File: src/rtl/i2cs_pkg.sv
`timescale 1ns/1ps
// Shared types for the two-wire register slave.
// Assumes: one byte-engine state machine; states are only compared, never decoded by value outside.
package i2cs_pkg;
    typedef enum logic [2:0] {
        ST_IDLE,      // waiting for a start (also used after an address mismatch)
        ST_ADDR,      // shifting in the address byte
        ST_ADDR_ACK,  // driving the address acknowledge
        ST_WR_BYTE,   // shifting in a pointer or data byte
        ST_WR_ACK,    // driving (or withholding) the data acknowledge
        ST_RD_BYTE,   // driving read data bits
        ST_RD_ACK,    // sampling the master acknowledge
        ST_RD_NEXT    // master acked, load next byte at clock fall
    } eng_state_t;
endpackage

File: src/rtl/i2cs_line_filter.sv
`timescale 1ns/1ps
// Brings one asynchronous bus line into the clk domain and removes single-sample glitches.
// Assumes: the line idles high; the output follows the input about three clocks late.
module i2cs_line_filter (
    input  logic clk,
    input  logic rst_n,
    input  logic raw,
    output logic filt
);
    logic [1:0] sync_q;
    logic       agree_q;

    // Synchronize, then accept a new level only when two consecutive samples match.
    always_ff @(posedge clk) begin
        if (!rst_n) begin
            sync_q  <= 2'b11;
            agree_q <= 1'b1;
            filt    <= 1'b1;
        end else begin
            sync_q  <= {sync_q[0], raw};
            agree_q <= sync_q[1];
            if (sync_q[1] == agree_q) filt <= sync_q[1];
        end
    end
endmodule

File: src/rtl/i2cs_bus_events.sv
`timescale 1ns/1ps
// Turns filtered clock/data levels into single-cycle bus events.
// Assumes: inputs are already synchronous and glitch-free.
module i2cs_bus_events (
    input  logic clk,
    input  logic rst_n,
    input  logic scl_f,
    input  logic sda_f,
    output logic start_ev,
    output logic stop_ev,
    output logic scl_rise,
    output logic scl_fall
);
    logic scl_d, sda_d;

    // Remember the previous levels for edge detection.
    always_ff @(posedge clk) begin
        if (!rst_n) begin
            scl_d <= 1'b1;
            sda_d <= 1'b1;
        end else begin
            scl_d <= scl_f;
            sda_d <= sda_f;
        end
    end

    assign start_ev = scl_f & scl_d & sda_d & ~sda_f;
    assign stop_ev  = scl_f & scl_d & ~sda_d & sda_f;
    assign scl_rise = scl_f & ~scl_d;
    assign scl_fall = ~scl_f & scl_d;
endmodule

File: src/rtl/i2cs_engine.sv
`timescale 1ns/1ps
// Bit/byte protocol engine: address match, pointer load, staging requests, read data drive.
// Assumes: at most one of start/stop/rise/fall per cycle; the pull output changes only after a clock fall.
module i2cs_engine
    import i2cs_pkg::*;
#(
    parameter logic [6:0] DEV_ADDR = 7'b1001111,
    parameter int         PW       = 3
) (
    input  logic          clk,
    input  logic          rst_n,
    input  logic          bus_rst_n,
    input  logic          start_ev,
    input  logic          stop_ev,
    input  logic          scl_rise,
    input  logic          scl_fall,
    input  logic          scl_lvl,
    input  logic          sda_bit,
    input  logic [7:0]    rd_byte,
    input  logic          stg_full,
    output logic [PW-1:0] ptr,
    output logic          stg_push,
    output logic [7:0]    stg_data,
    output logic          stg_clear,
    output logic          commit,
    output logic          sda_pull
);
    eng_state_t state;
    logic [3:0] bitcnt;
    logic [7:0] shreg, txbyte;
    logic       rw, first;

    assign stg_data  = shreg;
    assign stg_clear = start_ev | ~bus_rst_n;
    assign commit    = stop_ev & bus_rst_n;
    assign stg_push  = bus_rst_n & scl_fall & (state == ST_WR_BYTE) & (bitcnt == 4'd8)
                       & ~first & ~stg_full;

    // Protocol state machine; sample on clock rise, drive on clock fall.
    always_ff @(posedge clk) begin
        if (!rst_n || !bus_rst_n) begin
            state <= ST_IDLE; bitcnt <= '0; shreg <= '0; txbyte <= '0;
            rw <= 1'b0; first <= 1'b0; ptr <= '0; sda_pull <= 1'b0;
        end else if (start_ev) begin
            state <= ST_ADDR; bitcnt <= '0; sda_pull <= 1'b0;
        end else if (stop_ev) begin
            state <= ST_IDLE; bitcnt <= '0; sda_pull <= 1'b0;
        end else if (scl_rise) begin
            case (state)
                ST_ADDR, ST_WR_BYTE: begin
                    shreg  <= {shreg[6:0], sda_bit};
                    bitcnt <= bitcnt + 4'd1;
                end
                ST_RD_BYTE: bitcnt <= bitcnt + 4'd1;
                ST_RD_ACK:  state <= sda_bit ? ST_IDLE : ST_RD_NEXT;
                default: ;
            endcase
        end else if (scl_fall) begin
            case (state)
                ST_ADDR: if (bitcnt == 4'd8) begin
                    if (shreg[7:1] == DEV_ADDR) begin
                        sda_pull <= 1'b1; rw <= shreg[0]; state <= ST_ADDR_ACK;
                    end else begin
                        state <= ST_IDLE;
                    end
                end
                ST_ADDR_ACK, ST_RD_NEXT: begin
                    bitcnt <= '0;
                    if (rw || state == ST_RD_NEXT) begin
                        txbyte <= rd_byte; sda_pull <= ~rd_byte[7]; state <= ST_RD_BYTE;
                    end else begin
                        sda_pull <= 1'b0; first <= 1'b1; state <= ST_WR_BYTE;
                    end
                end
                ST_WR_BYTE: if (bitcnt == 4'd8) begin
                    state <= ST_WR_ACK;
                    if (first) begin
                        ptr <= shreg[PW-1:0]; first <= 1'b0; sda_pull <= 1'b1;
                    end else if (!stg_full) begin
                        ptr <= ptr + PW'(1); sda_pull <= 1'b1;
                    end else begin
                        sda_pull <= 1'b0;
                    end
                end
                ST_WR_ACK: begin
                    sda_pull <= 1'b0; bitcnt <= '0; state <= ST_WR_BYTE;
                end
                ST_RD_BYTE: begin
                    if (bitcnt == 4'd8) begin
                        sda_pull <= 1'b0; ptr <= ptr + PW'(1); state <= ST_RD_ACK;
                    end else begin
                        sda_pull <= ~txbyte[3'd7 - bitcnt[2:0]];
                    end
                end
                default: ;
            endcase
        end
    end


    drive_in_low_chk: assert property (@(posedge clk) disable iff (!rst_n)
        (bus_rst_n && $past(bus_rst_n) && (sda_pull != $past(sda_pull))) |-> !scl_lvl);

    start_to_addr_chk: assert property (@(posedge clk) disable iff (!rst_n)
        (start_ev && bus_rst_n) |=> (state == ST_ADDR) && !sda_pull);

    stop_to_idle_chk: assert property (@(posedge clk) disable iff (!rst_n)
        (stop_ev && bus_rst_n) |=> (state == ST_IDLE) && !sda_pull);

    idle_release_chk: assert property (@(posedge clk) disable iff (!rst_n)
        (state == ST_IDLE) |-> !sda_pull);
endmodule

File: src/rtl/i2cs_regbank.sv
`timescale 1ns/1ps
// Register bank with a staging buffer that is written into the bank in one cycle on commit.
// Assumes: NREG is a power of two and STAGE_DEPTH <= NREG, so staged bytes map to distinct registers.
module i2cs_regbank #(
    parameter int NREG        = 8,
    parameter int STAGE_DEPTH = 4,
    localparam int PW = $clog2(NREG),
    localparam int SW = $clog2(STAGE_DEPTH),
    localparam int CW = $clog2(STAGE_DEPTH + 1)
) (
    input  logic              clk,
    input  logic              rst_n,
    input  logic [PW-1:0]     ptr,
    input  logic              push,
    input  logic [7:0]        push_data,
    input  logic              clear,
    input  logic              commit,
    output logic              full,
    output logic [7:0]        rd_byte,
    output logic [NREG*8-1:0] reg_flat
);
    logic [NREG-1:0][7:0]        regs_q;
    logic [STAGE_DEPTH-1:0][7:0] stage_q;
    logic [CW-1:0]               count;
    logic [PW-1:0]               base;
    logic [PW-1:0]               off [NREG];
    logic [NREG-1:0]             hit;

    assign full     = (count == CW'(STAGE_DEPTH));
    assign rd_byte  = regs_q[ptr];
    assign reg_flat = regs_q;

    // Staging buffer fill, clear on abort and empty after commit.
    always_ff @(posedge clk) begin
        if (!rst_n) begin
            count <= '0; base <= '0; stage_q <= '0;
        end else if (clear || commit) begin
            count <= '0;
        end else if (push && !full) begin
            for (int i = 0; i < STAGE_DEPTH; i++)
                if (32'(count) == i) stage_q[i] <= push_data;
            if (count == '0) base <= ptr;
            count <= count + CW'(1);
        end
    end

    // Map every register to its slot in the staging buffer.
    for (genvar r = 0; r < NREG; r++) begin : g_map
        assign off[r] = PW'(r) - base;
        assign hit[r] = commit && (32'(off[r]) < 32'(count));
    end

    // Apply all staged bytes at once on commit.
    always_ff @(posedge clk) begin
        if (!rst_n) begin
            regs_q <= '0;
        end else begin
            for (int r = 0; r < NREG; r++)
                if (hit[r]) regs_q[r] <= stage_q[off[r][SW-1:0]];
        end
    end


    stage_bound_chk: assert property (@(posedge clk) disable iff (!rst_n)
        count <= CW'(STAGE_DEPTH));

    hold_until_stop_chk: assert property (@(posedge clk) disable iff (!rst_n)
        !commit |=> $stable(regs_q));
endmodule

File: src/rtl/pmic_i2c_slave.sv
`timescale 1ns/1ps
// Top of the two-wire register slave: line filters, event detector, protocol engine, register bank.
// Assumes: pull-ups outside; sda_pull drives an open-drain pad; bus phases last at least ~8 clk cycles.
module pmic_i2c_slave #(
    parameter logic [6:0] DEV_ADDR    = 7'b1001111,
    parameter int         NREG        = 8,
    parameter int         STAGE_DEPTH = 4,
    localparam int        PW          = $clog2(NREG)
) (
    input  logic              clk,
    input  logic              rst_n,
    input  logic              bus_rst_n,
    input  logic              scl_in,
    input  logic              sda_in,
    output logic              sda_pull,
    output logic [NREG*8-1:0] reg_q
);
    logic [1:0]    raw, filt;
    logic          start_ev, stop_ev, scl_rise, scl_fall;
    logic [7:0]    rd_byte, stg_data;
    logic          stg_full, stg_push, stg_clear, commit;
    logic [PW-1:0] ptr;

    assign raw = {sda_in, scl_in};

    // One filter per bus line: index 0 clock, index 1 data.
    for (genvar i = 0; i < 2; i++) begin : g_line
        i2cs_line_filter u_filt (.clk(clk), .rst_n(rst_n), .raw(raw[i]), .filt(filt[i]));
    end

    i2cs_bus_events u_events (
        .clk(clk), .rst_n(rst_n), .scl_f(filt[0]), .sda_f(filt[1]),
        .start_ev(start_ev), .stop_ev(stop_ev), .scl_rise(scl_rise), .scl_fall(scl_fall)
    );

    i2cs_engine #(.DEV_ADDR(DEV_ADDR), .PW(PW)) u_engine (
        .clk(clk), .rst_n(rst_n), .bus_rst_n(bus_rst_n),
        .start_ev(start_ev), .stop_ev(stop_ev), .scl_rise(scl_rise), .scl_fall(scl_fall),
        .scl_lvl(filt[0]), .sda_bit(filt[1]), .rd_byte(rd_byte), .stg_full(stg_full),
        .ptr(ptr), .stg_push(stg_push), .stg_data(stg_data), .stg_clear(stg_clear),
        .commit(commit), .sda_pull(sda_pull)
    );

    i2cs_regbank #(.NREG(NREG), .STAGE_DEPTH(STAGE_DEPTH)) u_bank (
        .clk(clk), .rst_n(rst_n), .ptr(ptr), .push(stg_push), .push_data(stg_data),
        .clear(stg_clear), .commit(commit), .full(stg_full), .rd_byte(rd_byte),
        .reg_flat(reg_q)
    );
endmodule

File: config.mk
export PLATFORM = sky130hd
export DESIGN_NAME = pmic_i2c_slave
export DESIGN_NICKNAME = d
export VERILOG_FILES = /design/src/rtl/i2cs_pkg.sv /design/src/rtl/i2cs_line_filter.sv /design/src/rtl/i2cs_bus_events.sv /design/src/rtl/i2cs_engine.sv /design/src/rtl/i2cs_regbank.sv /design/src/rtl/pmic_i2c_slave.sv
export SDC_FILE = /design/constraint.sdc
export NUM_CORES = 1
export LEC_CHECK = 0
export ABC_AREA = 1
export ABC_CLOCK_PERIOD_IN_PS = 3430
export BUFFER_PORTS_ARGS = -buffer_cell sky130_fd_sc_hd__buf_2
export CAP_MARGIN = 40
export CORE_UTILIZATION = 45
export DETAILED_ROUTE_END_ITERATION = 6
export PLACE_DENSITY_LB_ADDON = 0.08
export SYNTH_ARGS = -nofsm -noshare
export SYNTH_HDL_FRONTEND = slang
export SYNTH_SLANG_ARGS = --single-unit
File: constraint.sdc
create_clock -name clk -period 3.43 [get_ports clk]
set_clock_uncertainty 0.15 [all_clocks]
set_input_delay 0.686 -clock clk [delete_from_list [all_inputs] [get_ports clk]]
set_output_delay 0.686 -clock clk [all_outputs]
set_load 0.05 [all_outputs]
==> results.sh, run 1 <==
export IMPL_min_period_over_period=0.814
export IMPL_final_max_slew_viol_count=0
export IMPL_holdPathStages=1
export IMPL_hold_viol=0
export IMPL_syn2layout_area_growth_pct=14.5
export IMPL_synth_compound_area_frac=0.202
export IMPL_cts_setup_buffers=0
export IMPL_status="finished, final reports clean"
export IMPL_dr_pass1_iters=5
export IMPL_syn_avg_cell_area_sq_um=6.96
export IMPL_finalSetupTns_ns=0
export IMPL_rr_worst_depth=11
export IMPL_routed_via_density=5.23
export IMPL_fin_crit_ns=2.79
export IMPL_antenna_found_initial=0
export IMPL_core_area_sq_um=15800
export IMPL_dp_cells=1289
export IMPL_cellLeakagePower_nw=3.66
export IMPL_synth_edff_count=0
export IMPL_synthSimpleGateAreaFrac=0.258
export IMPL_place_congestion=0.922
export IMPL_cts_sinks=141
export IMPL_grt_setup_unrepaired="false"
export IMPL_syn_num_nets=1073
export IMPL_synth_top_family_by_area="simple AND/OR/NAND/NOR gates"
export IMPL_vias=6903
export IMPL_worstPathMaxFanout=15
export IMPL_cts_root_buffer="clkbuf_16"
export IMPL_final_layout_size_suffix_gt1_frac=0.148
export IMPL_place_hpwl_mm=16.5
export IMPL_grt_max_degree=91
export IMPL_synth_warnings=0
export IMPL_critPathArrivalTime_ns=3.00
export IMPL_wirelength_mm=21.9
export IMPL_nets=1122
export IMPL_powerDensity_nw_per_um2=423
export IMPL_insertion_delay_ns=0.43
export IMPL_rows=46
export IMPL_synthMuxAreaShare=0.0303
export IMPL_clk_path_buf_depth=2
export IMPL_synth_cell_types=34
export IMPL_yosys_register_bits=141
export IMPL_grt_pass1_wl_mm=33.6
export IMPL_portBuffers=69
export IMPL_hold_class="reg2reg"
export IMPL_fin_cells=1320
export IMPL_fmax_mhz=358
export IMPL_synthCells=1043
export IMPL_drtIter0Drc=539
export IMPL_multi_input_area_sq_um=3920
export IMPL_synth_area_sq_um=7260
export IMPL_grt_pass1_vias=6006
export IMPL_end_kind="flip-flop"
export IMPL_relSlewSlack=0.492
export IMPL_clk_pin_slew_worst_paths_ns=0.06
export IMPL_regArea_sq_um=2820
export IMPL_max_vdd_ir_drop_uv=339
export IMPL_worst_ep_required_time_ns=3.64
export IMPL_critPathKind="reg2reg"
export IMPL_worstMarginPinSlew_ns=0.762
export IMPL_cts_resized=0
export IMPL_initial_core_util=0.459
export IMPL_grt_use_total=0.271
export IMPL_synth_xor_area_frac=0.00603
export IMPL_cts_made_buffers=17
export IMPL_ys_dominant_reg_cell="dfxtp_1"
export IMPL_wl_per_cell_um=16.6
export IMPL_die_area_sq_um=16600
export IMPL_boundaryPins=70
export IMPL_drt_drc_violations_left=0
export IMPL_cap_violations=0
export IMPL_final_cell_mix="o21ai_0, nor2_1, nand2_1, dfxtp_1, inv_1"
export IMPL_grt_overflow_total=0
export IMPL_setup_violations=0
export IMPL_die_y_um=129
export IMPL_holdBufCountCts=0
export IMPL_seq_area_frac_synth=0.389
export IMPL_start_kind="flip-flop"
export IMPL_cts_tree="built"
export IMPL_ant_nets=0
export IMPL_synth_fa_ha_area_frac=0.0431
export IMPL_h_tree_depth=4
export IMPL_antennaDiodeCount=0
export IMPL_utilization=0.525
export IMPL_die_width_um=129
export IMPL_final_common_cell="o21ai_0"
export IMPL_async_flop_share=0
export IMPL_fill_cells=1623
## registers in the layout, summed over array words and instances, names as in the netlist
| name | cells |
|---|---|
| g_line.u_filt.filt | 2 |
| u_bank.reg_flat | 64 |
| u_events.scl_d | 1 |
| u_engine.state | 3 |
| u_engine.sda_pull | 1 |
| u_bank.count | 3 |
| u_engine.rw | 1 |
| u_engine.txbyte | 8 |
| g_line.u_filt.sync_q | 4 |
| u_engine.first | 1 |
| u_engine.bitcnt | 4 |
| g_line.u_filt.agree_q | 2 |
| u_engine.stg_data | 8 |
| u_events.sda_d | 1 |
| u_bank.base | 3 |
| u_engine.ptr | 3 |
| u_bank.stage_q | 32 |
## critical path: stages, from the launching register on
cell,delay [ns]
dfxtp_1,0.33
clkinv_1,0.06
buf_4,0.18
ha_1,0.61
inv_2,0.23
ha_1,0.34
a21o_1,0.19
nand2_1,0.05
nand2_1,0.19
inv_1,0.24
nor2_1,0.07
nor2_1,0.09
## metal layers
metal,track usage,share of wire,vias up
li1,-,-,3544
met1,0.382,0.48,3112
met2,0.401,0.43,206
met3,0.0462,0.052,41
met4,0.131,0.035,0
met5,0,0,-
## metrics by stage
step                worst slack [ns]  total power [W]  hold WS, ns  cell area (sq um)
floorplan                      0.685          0.00172        0.243               7260
global placement               0.733          0.00174        0.245               7740
detailed placement             0.692          0.00174        0.252               7740
CTS                            0.668          0.00354        0.266               8320
global route                   0.447          0.00362        0.281               8320
finish                         0.638          0.00352        0.264               8320
## synth_stat cells, drive strengths merged, types with 4 or more instances
| library cell | count | area share |
|---|---|---|
| o21ai | 204 | 0.14 |
| nor2 | 178 | 0.099 |
| nand2 | 153 | 0.080 |
| dfxtp | 141 | 0.39 |
| inv | 82 | 0.042 |
| a21oi | 75 | 0.052 |
| nand3 | 37 | 0.030 |
| clkbuf | 33 | 0.017 |
| nor3 | 30 | 0.022 |
| or2 | 30 | 0.026 |
| ha | 25 | 0.043 |
| mux2i | 22 | 0.030 |
| buf | 15 | 0.011 |
| o22ai | 5 | 0.0043 |
| xor2 | 4 | 0.0048 |
## report_power, final
group          leakage, nW  internal [W]  switching, W  total (W)
clock network        0.275       0.00110      0.000717    0.00182
registers             1.14       0.00164   0.000000985    0.00164
logic                 2.25     0.0000164     0.0000425  0.0000588
## layout make-up
type                       instances  share of cell area
clock buffer                      21              0.0554
clock inverter                    10              0.0138
inverter                          84              0.0379
multi-input combinational        770               0.471
sequential                       141               0.339
tap                              216              0.0325
timing repair buffer              78              0.0497
## final timing paths
check / startpoint / end / slack [ns]
max: u_bank.base[1] / u_bank.reg_flat[49] / 0.64
min: g_line[0].u_filt.sync_q[0] / g_line[0].u_filt.sync_q[1] / 0.26
max reg2reg: u_bank.base[1] / u_bank.reg_flat[49] / 0.64
min reg2reg: g_line[0].u_filt.sync_q[0] / g_line[0].u_filt.sync_q[1] / 0.26
## kinds of logic after synthesis
kind of cell,count (synthesis)
adders and majority gates,25
and+or+nand+nor,429
DFF,141
AOI/OAI and AO/OA,289
buffers and inverters,132
xor gates and xnor gates,5
muxes,22
(Power assumes the default switching activity.)
==> run 2: changes to the inputs <==
ABC_CLOCK_PERIOD_IN_PS = 2700   (was 3430)
clock period = 2.7 ns   (was 3.43 ns; I/O delays follow)
==> run 2 against run 1 <==
Non-clock buffer count rose by 7. Via count is 1.6% higher. Critical path depth fell by 3. Register-to-register slack got worse by 0.35 ns. Die area did not move. Maximum frequency grew 16%. Design area rose by 1.4%. Critical endpoint is now u_bank.reg_flat[3]. Largest cell class unchanged.
==> results.sh, run 2 (synthesis results as in run 1) <==
export IMPL_status="finished, final reports clean"
export IMPL_holdBufCountCts=0
export IMPL_h_tree_depth=4
export IMPL_cts_tree="built"
export IMPL_switching_power_w=0.000998
export IMPL_worstMarginPinSlew_ns=0.601
export IMPL_fill_cells=1568
export IMPL_final_layout_size_suffix_gt1_frac=0.155
export IMPL_r2r_start="u_bank.base[1]"
export IMPL_start_kind="flip-flop"
export IMPL_grt_setup_unrepaired="false"
export IMPL_grt_pass1_wl_mm=33.9
export IMPL_final_common_cell="o21ai_0"
export IMPL_die_width_um=129
export IMPL_drtIter0Drc=656
export IMPL_place_congestion=0.927
export IMPL_final_max_slew_viol_count=0
export IMPL_cp_num_buf_inv=1
export IMPL_r2r_end="u_bank.reg_flat[3]"
export IMPL_min_delay_start="scl_in"
export IMPL_die_y_um=129
export IMPL_rr_worst_depth=8
export IMPL_syn2layout_area_growth_pct=16.2
export IMPL_antennaDiodeCount=0
export IMPL_hold_class="in2reg"
export IMPL_boundaryPins=70
export IMPL_cts_made_buffers=17
export IMPL_wl_per_cell_um=16.6
export IMPL_largest_register_ffs=64
export IMPL_slowest_stage="ha_1"
export IMPL_relSlewSlack=0.599
export IMPL_worstHoldEndpoint="g_line[0].u_filt.sync_q[0]"
export IMPL_dr_pass1_iters=5
export IMPL_power_w=0.00468
export IMPL_vias=7015
export IMPL_share_clk_of_total_power=0.537
export IMPL_max_vdd_ir_drop_uv=467
export IMPL_clk_path_buf_depth=2
export IMPL_critPathKind="reg2reg"
export IMPL_insertion_delay_ns=0.43
export IMPL_cap_violations=0
export IMPL_utilization=0.533
export IMPL_grt_use_total=0.272
export IMPL_path_cells="clkinv_1, ha_1, ha_1, a21o_1, nand2_1, nand2_1, o21ai_0, nor2_1"
export IMPL_routed_via_density=5.29
export IMPL_hold_viol=0
export IMPL_cts_setup_buffers=0
export IMPL_portBuffers=69
export IMPL_wirelength_mm=22.0
export IMPL_crit_family="adder cells"
export IMPL_initial_core_util=0.459
export IMPL_worst_ep_required_time_ns=2.87
export IMPL_fin_crit_ns=2.41
export IMPL_antenna_found_initial=0
export IMPL_place_area_sq_um=7800
export IMPL_max_stage_delay_ns=0.38
export IMPL_reg2reg_slack_ns=0.29
export IMPL_combinationalPowerShare=0.017
export IMPL_power_frac_seq=0.446
export IMPL_setup_violations=0
export IMPL_final_area_sq_um=8430
export IMPL_holdPathStages=2
export IMPL_die_area_sq_um=16600
export IMPL_nets=1129
export IMPL_cts_sinks=141
export IMPL_ant_nets=0
export IMPL_drt_drc_violations_left=0
export IMPL_min_period_over_period=0.894
export IMPL_cts_root_buffer="clkbuf_16"
export IMPL_fmax_mhz=414
export IMPL_powerDensity_nw_per_um2=554
export IMPL_grt_max_degree=96
export IMPL_final_cell_mix="o21ai_0, nor2_1, nand2_1, dfxtp_1, inv_1"
export IMPL_finalSetupTns_ns=0
export IMPL_grt_pass1_vias=5996
export IMPL_grt_overflow_total=0
export IMPL_rows=46
export IMPL_swShare=0.213
export IMPL_cts_resized=0
export IMPL_cellLeakagePower_nw=3.73
export IMPL_core_area_sq_um=15800
export IMPL_p_int_w=0.00368
export IMPL_end_kind="flip-flop"
export IMPL_critPathArrivalTime_ns=2.59
export IMPL_place_hpwl_mm=16.4
export IMPL_worstPathMaxFanout=9
export IMPL_clk_pin_slew_worst_paths_ns=0.06
[run 2: cell types whose count changed in the layout (fill, tap and decap cells not counted), sizes merged]
cell,delta
clkinv,+2
bufinv,+2
inv,+1
clkinvlp,-2
buf,+7
clkbuf,-3
[run 2: power by group through the flow]
| stage | Combinational (W) | Clock [W] | Sequential [W] |
|---|---|---|---|
| detailed placement | 0.0000781 | 0 | 0.00213 |
| finish | 0.0000790 | 0.00251 | 0.00209 |
| global placement | 0.0000780 | 0 | 0.00213 |
| floorplan | 0.0000564 | 0 | 0.00213 |
| global route | 0.0000879 | 0.00265 | 0.00208 |
| CTS | 0.0000783 | 0.00254 | 0.00209 |
[run 2: per-stage QoR]
stage	setup WS (ns)	cells	hold slack [ns]
5_1_grt	0.0390	1327	0.131
4_1_cts	0.346	1327	0.130
3_5_place_dp	0.364	1296	0.251
6_report	0.286	1327	0.139
3_3_place_gp	0.390	1296	0.246
2_1_floorplan	0.00866	1043	0.243
[run 2: worst max-delay path by stage]
stage	start	end	slack (ns)	cells past startpoint
global placement	u_engine.bitcnt[0]	u_bank.base[2]	0.39	10
global route	u_engine.bitcnt[0]	u_bank.stage_q[0]	0.04	10
detailed placement	u_bank.base[1]	u_bank.reg_flat[5]	0.36	8
finish	u_bank.base[1]	u_bank.reg_flat[3]	0.29	8
floorplan	u_bank.base[1]	u_bank.reg_flat[50]	0.009	13
CTS	u_engine.bitcnt[0]	u_bank.stage_q[4]	0.35	10
[run 2: final cells by class]
| type | count | area [sq um] | share of cell area |
|---|---|---|---|
| Timing Repair Buffer | 85 | 478 | 0.0567 |
| Clock buffer | 18 | 439 | 0.0521 |
| Sequential cell | 141 | 2820 | 0.335 |
| Inverter | 84 | 315 | 0.0374 |
| Tap cell | 216 | 270 | 0.0320 |
| Clock inverter | 13 | 190 | 0.0225 |
| Multi-Input combinational cell | 770 | 3920 | 0.465 |
[run 2: per-layer routing]
| metal | part of all wire | track usage | up-vias |
|---|---|---|---|
| li1 | - | - | 3554 |
| met1 | 0.49 | 0.398 | 3215 |
| met2 | 0.44 | 0.401 | 212 |
| met3 | 0.050 | 0.0475 | 34 |
| met4 | 0.021 | 0.0962 | 0 |
| met5 | 0 | 0 | - |
